<file path="src/rtl/bmr_pkg.sv">
package bmr_pkg;
  localparam int DW    = 8;
  localparam int OFS_W = 2;
  localparam int NCH   = 2;

  typedef enum logic [OFS_W-1:0] {
    OFS_CMD  = 2'd0,
    OFS_MODE = 2'd1,
    OFS_STAT = 2'd2,
    OFS_TIME = 2'd3
  } bmr_ofs_e;

  localparam int CMD_START_BIT = 0;
  localparam int CMD_DIR_BIT   = 3;
  localparam int ST_ACT_BIT    = 0;
  localparam int ST_ERR_BIT    = 1;
  localparam int ST_IRQ_BIT    = 2;
  localparam int ST_RW_LSB     = 5;
  localparam int ST_RW_MSB     = 6;
  localparam int MODE_FLAG_LSB = 2;
  localparam int MODE_BLK_LSB  = 4;

  localparam logic [DW-1:0] ABSENT_RD = '1;
endpackage

</file>
<file path="src/rtl/bmr_chan.sv">
module bmr_chan
  import bmr_pkg::*;
(
  input  logic          clk,
  input  logic          rst_n,
  input  logic          ext_en,
  input  logic          wr_en,
  input  logic [OFS_W-1:0] wr_ofs,
  input  logic [DW-1:0] wr_data,
  input  logic          eng_active,
  input  logic          eng_err,
  input  logic          irq_evt,
  output logic [DW-1:0] cmd_q,
  output logic [DW-1:0] stat_q,
  output logic [DW-1:0] time_q
);
  logic          cmd_en, time_en, stat_w;
  logic [DW-1:0] stat_d;
  logic          keep_err, keep_irq;

  always_comb begin
    cmd_en   = wr_en && (wr_ofs == OFS_CMD);
    time_en  = wr_en && ext_en && (wr_ofs == OFS_TIME);
    stat_w   = wr_en && (wr_ofs == OFS_STAT);
    keep_err = stat_q[ST_ERR_BIT] & ~(stat_w & wr_data[ST_ERR_BIT]);
    keep_irq = stat_q[ST_IRQ_BIT] & ~(stat_w & wr_data[ST_IRQ_BIT]);
    stat_d   = '0;
    stat_d[ST_ACT_BIT] = eng_active;
    stat_d[ST_ERR_BIT] = keep_err | eng_err;
    stat_d[ST_IRQ_BIT] = keep_irq | irq_evt;
    stat_d[ST_RW_MSB:ST_RW_LSB] = stat_w ? wr_data[ST_RW_MSB:ST_RW_LSB]
                                         : stat_q[ST_RW_MSB:ST_RW_LSB];
  end

  always_ff @(posedge clk or negedge rst_n) begin
    if (!rst_n) begin
      cmd_q  <= '0;
      time_q <= '0;
      stat_q <= '0;
    end else begin
      if (cmd_en)  cmd_q  <= wr_data;
      if (time_en) time_q <= wr_data;
      stat_q <= stat_d;
    end
  end

  p_active_ro_r3: assert property (@(posedge clk) disable iff (!rst_n)
    $past(rst_n) |-> (stat_q[ST_ACT_BIT] == $past(eng_active)));

  p_w1c_irq_r4: assert property (@(posedge clk) disable iff (!rst_n)
    (stat_w && wr_data[ST_IRQ_BIT] && !irq_evt) |=> !stat_q[ST_IRQ_BIT]);

  p_rw_bits_r5: assert property (@(posedge clk) disable iff (!rst_n)
    stat_w |=> (stat_q[ST_RW_MSB:ST_RW_LSB] == $past(wr_data[ST_RW_MSB:ST_RW_LSB])));

  p_time_basic_r11: assert property (@(posedge clk) disable iff (!rst_n)
    (!ext_en && wr_en && wr_ofs == OFS_TIME) |=> $stable(time_q));
endmodule

</file>
<file path="src/rtl/bmr_irq_merge.sv">
module bmr_irq_merge
  import bmr_pkg::*;
(
  input  logic           clk,
  input  logic           rst_n,
  input  logic           ext_en,
  input  logic [NCH-1:0] ch_lvl,
  input  logic [NCH-1:0] ch_off,
  input  logic           blk_wr,
  input  logic [NCH-1:0] blk_wdata,
  output logic [NCH-1:0] flag_q,
  output logic [NCH-1:0] blk_q,
  output logic [NCH-1:0] irq_evt,
  output logic           irq_o
);
  logic [NCH-1:0] raise, flag_d, blk_eff;
  logic           blk_en;

  always_comb begin
    raise   = ch_lvl & ~ch_off;
    irq_evt = raise & ~flag_q;
    for (int c = 0; c < NCH; c++) begin
      if (raise[c])       flag_d[c] = 1'b1;
      else if (!ch_lvl[c]) flag_d[c] = 1'b0;
      else                flag_d[c] = flag_q[c];
    end
    blk_en  = blk_wr && ext_en;
    blk_eff = blk_q & {NCH{ext_en}};
    irq_o   = |(flag_q & ~blk_eff);
  end

  always_ff @(posedge clk or negedge rst_n) begin
    if (!rst_n) begin
      flag_q <= '0;
      blk_q  <= '0;
    end else begin
      flag_q <= flag_d;
      if (blk_en) blk_q <= blk_wdata;
    end
  end

  p_evt_sets_flag_r6: assert property (@(posedge clk) disable iff (!rst_n)
    (irq_evt != '0) |=> ((flag_q & $past(irq_evt)) == $past(irq_evt)));

  p_low_clears_r7: assert property (@(posedge clk) disable iff (!rst_n)
    (~ch_lvl != '0) |=> ((flag_q & ~$past(ch_lvl)) == '0));

  p_unblocked_irq_r9: assert property (@(posedge clk) disable iff (!rst_n)
    ((|(irq_evt & ~blk_q)) && !blk_wr) |=> irq_o);

  p_blk_basic_r11: assert property (@(posedge clk) disable iff (!rst_n)
    (!ext_en && blk_wr) |=> $stable(blk_q));
endmodule

</file>
<file path="src/rtl/busmaster_regs.sv">
module busmaster_regs
  import bmr_pkg::*;
(
  input  logic       clk,
  input  logic       rst_n,
  input  logic       ext_en,
  input  logic       acc_chan,
  input  logic [1:0] acc_ofs,
  input  logic       acc_wr,
  input  logic [7:0] acc_wdata,
  output logic [7:0] acc_rdata,
  input  logic [1:0] eng_active,
  input  logic [1:0] eng_err,
  input  logic [1:0] ch_irq_lvl,
  input  logic [1:0] ch_irq_off,
  output logic [1:0] cmd_start,
  output logic [1:0] cmd_dev_rd,
  output logic       irq_o
);
  logic [1:0]     rst_pipe;
  logic           rst_sync_n;
  logic [DW-1:0]  cmd_q  [NCH];
  logic [DW-1:0]  stat_q [NCH];
  logic [DW-1:0]  time_q [NCH];
  logic [NCH-1:0] flag_q, blk_q, irq_evt;
  logic [DW-1:0]  mode_rd;
  logic           mode_wr;

  always_ff @(posedge clk or negedge rst_n) begin
    if (!rst_n) rst_pipe <= '0;
    else        rst_pipe <= {rst_pipe[0], 1'b1};
  end
  assign rst_sync_n = rst_pipe[1];

  for (genvar c = 0; c < NCH; c++) begin : g_chan
    bmr_chan u_chan (
      .clk        (clk),
      .rst_n      (rst_sync_n),
      .ext_en     (ext_en),
      .wr_en      (acc_wr && (acc_chan == c[0])),
      .wr_ofs     (acc_ofs),
      .wr_data    (acc_wdata),
      .eng_active (eng_active[c]),
      .eng_err    (eng_err[c]),
      .irq_evt    (irq_evt[c]),
      .cmd_q      (cmd_q[c]),
      .stat_q     (stat_q[c]),
      .time_q     (time_q[c])
    );
    assign cmd_start[c]  = cmd_q[c][CMD_START_BIT];
    assign cmd_dev_rd[c] = cmd_q[c][CMD_DIR_BIT];
  end

  assign mode_wr = acc_wr && (acc_ofs == OFS_MODE);

  bmr_irq_merge u_merge (
    .clk       (clk),
    .rst_n     (rst_sync_n),
    .ext_en    (ext_en),
    .ch_lvl    (ch_irq_lvl),
    .ch_off    (ch_irq_off),
    .blk_wr    (mode_wr),
    .blk_wdata (acc_wdata[MODE_BLK_LSB +: NCH]),
    .flag_q    (flag_q),
    .blk_q     (blk_q),
    .irq_evt   (irq_evt),
    .irq_o     (irq_o)
  );

  always_comb begin
    mode_rd = '0;
    mode_rd[MODE_FLAG_LSB +: NCH] = flag_q;
    mode_rd[MODE_BLK_LSB +: NCH]  = blk_q;
    case (acc_ofs)
      OFS_CMD:  acc_rdata = cmd_q[acc_chan];
      OFS_MODE: acc_rdata = ext_en ? mode_rd : ABSENT_RD;
      OFS_STAT: acc_rdata = stat_q[acc_chan];
      default:  acc_rdata = ext_en ? time_q[acc_chan] : ABSENT_RD;
    endcase
  end

  p_flags_host_r8: assert property (@(posedge clk) disable iff (!rst_sync_n)
    (mode_wr && ch_irq_lvl == 2'b11 && ch_irq_off == 2'b11) |=> $stable(flag_q));
endmodule

</file>
<file path="config.mk">
export PLATFORM = sky130hd
export DESIGN_NAME = busmaster_regs
export DESIGN_NICKNAME = d
export VERILOG_FILES = /design/src/rtl/bmr_pkg.sv /design/src/rtl/bmr_chan.sv /design/src/rtl/bmr_irq_merge.sv /design/src/rtl/busmaster_regs.sv
export SDC_FILE = /design/constraint.sdc
export NUM_CORES = 1
export LEC_CHECK = 0
export ABC_AREA = 1
export BUFFER_PORTS_ARGS = -buffer_cell sky130_fd_sc_hd__buf_2
export CAP_MARGIN = 20
export CORE_UTILIZATION = 60
export CTS_CLUSTER_SIZE = 12
export DETAILED_ROUTE_END_ITERATION = 10
export PLACE_DENSITY = 0.84
export SKIP_CTS_REPAIR_TIMING = 1
export SLEW_MARGIN = 20
export SYNTH_ARGS = -nofsm -noshare
export SYNTH_HDL_FRONTEND = slang
export SYNTH_SLANG_ARGS = --single-unit
</file>
<file path="constraint.sdc">
create_clock -name clk -period 4.9 [get_ports clk]
set_clock_uncertainty 0.2 [all_clocks]
set_input_delay 0.98 -clock clk [delete_from_list [all_inputs] [get_ports clk]]
set_output_delay 0.98 -clock clk [all_outputs]
set_load 0.05 [all_outputs]
</file>
Word level (Yosys, flattened, before mapping)

Cells that the tools add are included.

Flip-flop bits (word level): 48
Latch bits: 0
Memory bits (writable): 0
ROM bits: 0
Bits of input ports: 23
Output and inout bits: 13
Word-level logic and storage cells: 73
Memories: 0

Add/sub/neg operators: 0
Multiply operators: 0
Div/mod/pow operators: 0
Magnitude comparators: 1
Equality and inequality tests: 5
Shifts and indexed selects: 0
Mux-type cells: 16
Bitwise operators: 25
Reduce and logical (&&, ||, !) cells: 14

Operators with widths:

| kind                                                                     | number |
|---|---|
| 8-bit two-way mux                                                        | 10 |
| 8-bit one-hot mux with 3 select lines                                    | 1 |
| 1-bit logical AND                                                        | 12 |
| 1-bit bitwise AND                                                        | 8 |
| 2-bit bitwise AND                                                        | 4 |
| 7-bit two-way mux                                                        | 1 |
| 2-bit inverter                                                           | 3 |
| 1-bit inverter                                                           | 5 |
| 2-bit == test (second input constant)                                    | 2 |
| 1-bit two-way mux                                                        | 4 |
| 2-bit by 1-bit inequality test with 1-bit output (second input constant) | 2 |
| 1-bit OR                                                                 | 4 |
| 2-bit by 1-bit == test with 1-bit output (second input constant)         | 1 |
| 2-bit >= comparator (second input constant)                              | 1 |
| 2-bit zero test                                                          | 1 |
| 1-bit inverter with 2-bit output                                         | 1 |
| 2-bit OR reduction                                                       | 1 |

Logic depth before layout (Yosys ltp)

Depth in word-level cells: 7
Mapped depth: 7
Mapped depth without buffers: 5

Hierarchy

From an unflattened synthesis, not the netlist that was laid out.

Cells, all modules: 360
Area total of the unflattened synthesis: 2546.2 um2

Modules (own cells, without submodules):

| module         | times used | cells each | area each (um2) | seq. area each (um2) |
|---|---|---|---|---|
| bmr_chan       | 2          | 96         | 852.1           | 525.5 |
| busmaster_regs | 1          | 143        | 658.1           | 50.0 |
| bmr_irq_merge  | 1          | 25         | 183.9           | 100.1 |

Least setup slack after synthesis

Ideal clock, no wire load.

Path type: input to output
From: in acc_chan
To: out acc_rdata[0]
Arrival time: 2.023 ns
Data required time: 3.720 ns
Slack: 1.697 ns
Cell stages on the path: 6
Buffers on the path: 2
Path through: buf_6 -> inv_1 -> clkbuf_1 -> nand2_1 -> nand3_1 -> nand4_1

Longest elaborated chain between the ends: 6
Elaborated cells on any way between the ends: 12
Classes of those cells: 11 x mux; 1 x bitwise

RTL lines:

| item                                                       | line                                                             | source |
|---|---|---|
| from (decl)                                                | busmaster_regs.sv:7                                              | `input logic acc_chan,` |
| 1-bit inverter with 2-bit output (not written as such) (*) | busmaster_regs.sv:75, busmaster_regs.sv:77, busmaster_regs.sv:78 |  |
| 8-bit two-way mux (not written as such) (3 in series)      | busmaster_regs.sv:78                                             | `default: acc_rdata = ext_en ? time_q[acc_chan] : ABSENT_RD;` |
| 8-bit two-way mux                                          | busmaster_regs.sv:78                                             |  |
| 8-bit one-hot mux with 3 select lines (*)                  | busmaster_regs.sv:74                                             | `case (acc_ofs)` |
| to (decl)                                                  | busmaster_regs.sv:11                                             | `output logic [7:0] acc_rdata,` |

Mark *: on every way between the ends. The rest lies on a longest branch, timed or not. The select of a mux whose other input is x is not followed.

Worst setup path after layout

From: in acc_chan
To: out acc_rdata[2]

The elaborated chain is that of the path after synthesis.

==> impl_metrics.py <==
metrics = {
    "die": {
        "die-area_um2": 4200,
        "core_area_um2": 3720,
        "pin_count": 36,
        "dieWidth_um": 64.8,
        "die_h_um": 64.8,
        "start_util": 0.637,
        "num_rows": 22,
    },
    "power_and_ir_drop": {
        "internal_power_mw": 0.636,
        "swShare": 0.345,
        "p_seq_frac": 0.524,
        "p_sw_mw": 0.334,
        "p_leak_nw": 1.36,
        "power.density_nw_per_um2": 374,
        "peakVddDrop_mv": 0.245,
        "combPwrFrac": 0.236,
        "p_clk_frac": 0.241,
    },
    "placement": {
        "dpl.hpwl_um": 3490,
        "place_congestion": 0.868,
        "io_buffer_count": 35,
    },
    "drt": {
        "routed_wirelength_um": 5100,
        "wl_per_cell_um": 13.8,
        "vias_per_cell": 5.27,
        "firstDrtPassIters": 4,
        "drt_iter0_markers": 221,
        "final_antenna_net_count": 0,
        "via_count": 1951,
        "drc_errors": 0,
    },
    "setup_path": {
        "r2r_cells": 0,
        "critPathKind": "input port to primary output",
        "cp-end-kind": "primary output",
        "r2r_end": "u_merge.blk_q[1]",
        "worstPathMaxFanout": 25,
        "start_kind": "input port",
        "crit_path_start": "acc_chan",
        "rrSetupSlack_ns": 3.98,
        "endpoint": "acc_rdata[2]",
        "r2r_start": "rst_pipe[1]",
        "crit_required_ns": 3.72,
        "cp.arrival_ns": 2.43,
    },
    "clock_network": {
        "tritoncts": "yes",
        "clkTransAtPathRegs_ns": 0.09,
        "cts_buffers": 5,
        "clock_sinks": 48,
        "htree_levels": 2,
        "clockRootBuffer": "clkbuf_8",
        "worstSkewPairLatency_ns": 0.30,
        "clockBufferDepth": 2,
    },
    "sta": {
        "period_needed_ns": 3.61,
        "final-setup-viol-count": 0,
        "rsz0062_at_grt": "no",
        "fin_tns_setup_ns": 0,
        "max_freq_mhz": 277,
        "slew_viol_final": 0,
        "finalCritPeriodShare": 0.737,
        "holdWs_ns": 0.139,
        "hold_viol": 0,
        "slew-limit-headroom": 0.591,
        "max_slew.worst_pin.slew_ns": 0.613,
    },
    "global_routing": {
        "first_global_vias": 1792,
        "antenna_found_initial": 0,
        "grt_pass1_wl_um": 8350,
        "grt_remaining_overflow": 0,
        "grt_max_degree": 47,
        "grt_usage": 0.270,
    },
    "synth": {
        "syn-num-nets": 316,
        "yosys_register_bits": 48,
        "yosys_warnings": 0,
        "netlist_instances": 293,
        "syn_area_per_cell_um2": 8.08,
        "netlist_area_um2": 2370,
        "ys_types": 19,
        "ys_seq_area_frac": 0.507,
    },
    "cells_and_area": {
        "syn_to_final_growth_pct": 9.51,
        "num_antenna_cells": 0,
        "nets": 344,
        "drive_gt1_frac": 0.217,
    },
    "min_path": {
        "hp-class": "flop to async pin",
    },
    "job": {
        "cap_violations": 0,
    },
    "outcome": {
        "status": "completed",
    },
}
[kinds of logic after synthesis]
family,synth area share
simple gates,0.261
other cells,0.00158
compound gates,0.138
flops,0.507
buf+inv,0.0919
[critical path, stage by stage]
cell and delay (ns):
buf_2 0.37, inv_1 0.42, nand2_1 0.16, nand3_1 0.10
nand4_1 0.13, buf_2 0.27
[power groups by stage]
stage	sequential [mW]	combinational (mW)	clock, mW
CTS	0.508	0.229	0.237
finish	0.508	0.229	0.233
floorplan	0.501	0.193	0
detailed placement	0.515	0.227	0
global placement	0.513	0.221	0
global route	0.516	0.253	0.253
[state kept, by name (all words and copies together), names as in the netlist]
signal and flops:
g_chan.u_chan.time_q 16, g_chan.u_chan.cmd_q 16, g_chan.u_chan.stat_q 10, u_merge.flag_q 2
rst_pipe 2, u_merge.blk_q 2
[placed cells by master (no fill, tap or decap)]
cell type  synthesis  final
nor2_1             5      5
o211ai_1           1      1
o21ai_2           16     16
conb_1             1      1
nand2_2            6      6
a21oi_1            6      6
dfrtp_4            0      1
dfrtp_1           48     47
clkbuf_8           0      5
clkinv_4           0      1
o21ai_0           28     28
nand4_1            3      3
buf_2              3     35
nor2_4             3      3
nand3_1           18     18
o21ai_1            2      2
nand2_1          110    110
or2_2              1      1
clkinv_2           0      2
inv_1             31     31
[stage by stage]
step / cells / utilization / cell area, um2 / worst slack [ns] / power (mW)
after global placement: 362 / 0.674 / 2500 / 1.40 / 0.734
after CTS: 370 / 0.697 / 2590 / 1.33 / 0.974
after floorplan: 293 / - / 2370 / 1.70 / 0.694
after global routing: 370 / 0.698 / 2590 / 1.19 / 1.02
after detailed placement: 362 / 0.674 / 2500 / 1.36 / 0.743
final: 370 / 0.698 / 2590 / 1.29 / 0.970
[area by class of cell]
cell class / instances / area (um2)
clock buffers: 5 / 68.8
clock inverters: 3 / 18.8
fillers: 321 / 1120
inverters: 31 / 116
multi-input cells: 200 / 950
flip-flops and latches: 48 / 1200
well taps: 48 / 60.1
repair buffers: 35 / 175
[cells in the mapped netlist]
cell type / number / area (um2)
a21oi_1: 6 / 30.0
buf_2: 3 / 15.0
buf_4: 4 / 30.0
buf_6: 4 / 45.0
clkbuf_1: 3 / 11.3
conb_1: 1 / 3.75
dfrtp_1: 48 / 1200
inv_1: 31 / 116
nand2_1: 110 / 413
nand2_2: 6 / 37.5
nand3_1: 18 / 90.1
nand4_1: 3 / 18.8
nor2_1: 5 / 18.8
nor2_4: 3 / 33.8
o211ai_1: 1 / 7.51
o21ai_0: 28 / 140
o21ai_1: 2 / 10.0
o21ai_2: 16 / 140
or2_2: 1 / 6.26
[routing by layer]
| metal | vias to the layer above | part of all wire | global-route usage |
|---|---|---|---|
| li1 | 981 | - | - |
| met1 | 887 | 0.44 | 0.370 |
| met3 | 14 | 0.062 | 0.0581 |
| met4 | 0 | 0.028 | 0.133 |
| met2 | 69 | 0.47 | 0.404 |
| met5 | - | 0 | 0 |
[worst min path at each step]
stage	depth (start not counted)	endpoint	startpoint
after CTS	0	rst_pipe[1]	rst_pipe[0]
after detailed placement	0	rst_pipe[1]	rst_pipe[0]
after global routing	0	rst_pipe[1]	rst_pipe[0]
final	0	g_chan[1].u_chan.time_q[3]	rst_pipe[1]
after global placement	0	rst_pipe[1]	rst_pipe[0]
after floorplan	0	rst_pipe[1]	rst_pipe[0]
(Power assumes the default switching activity.)
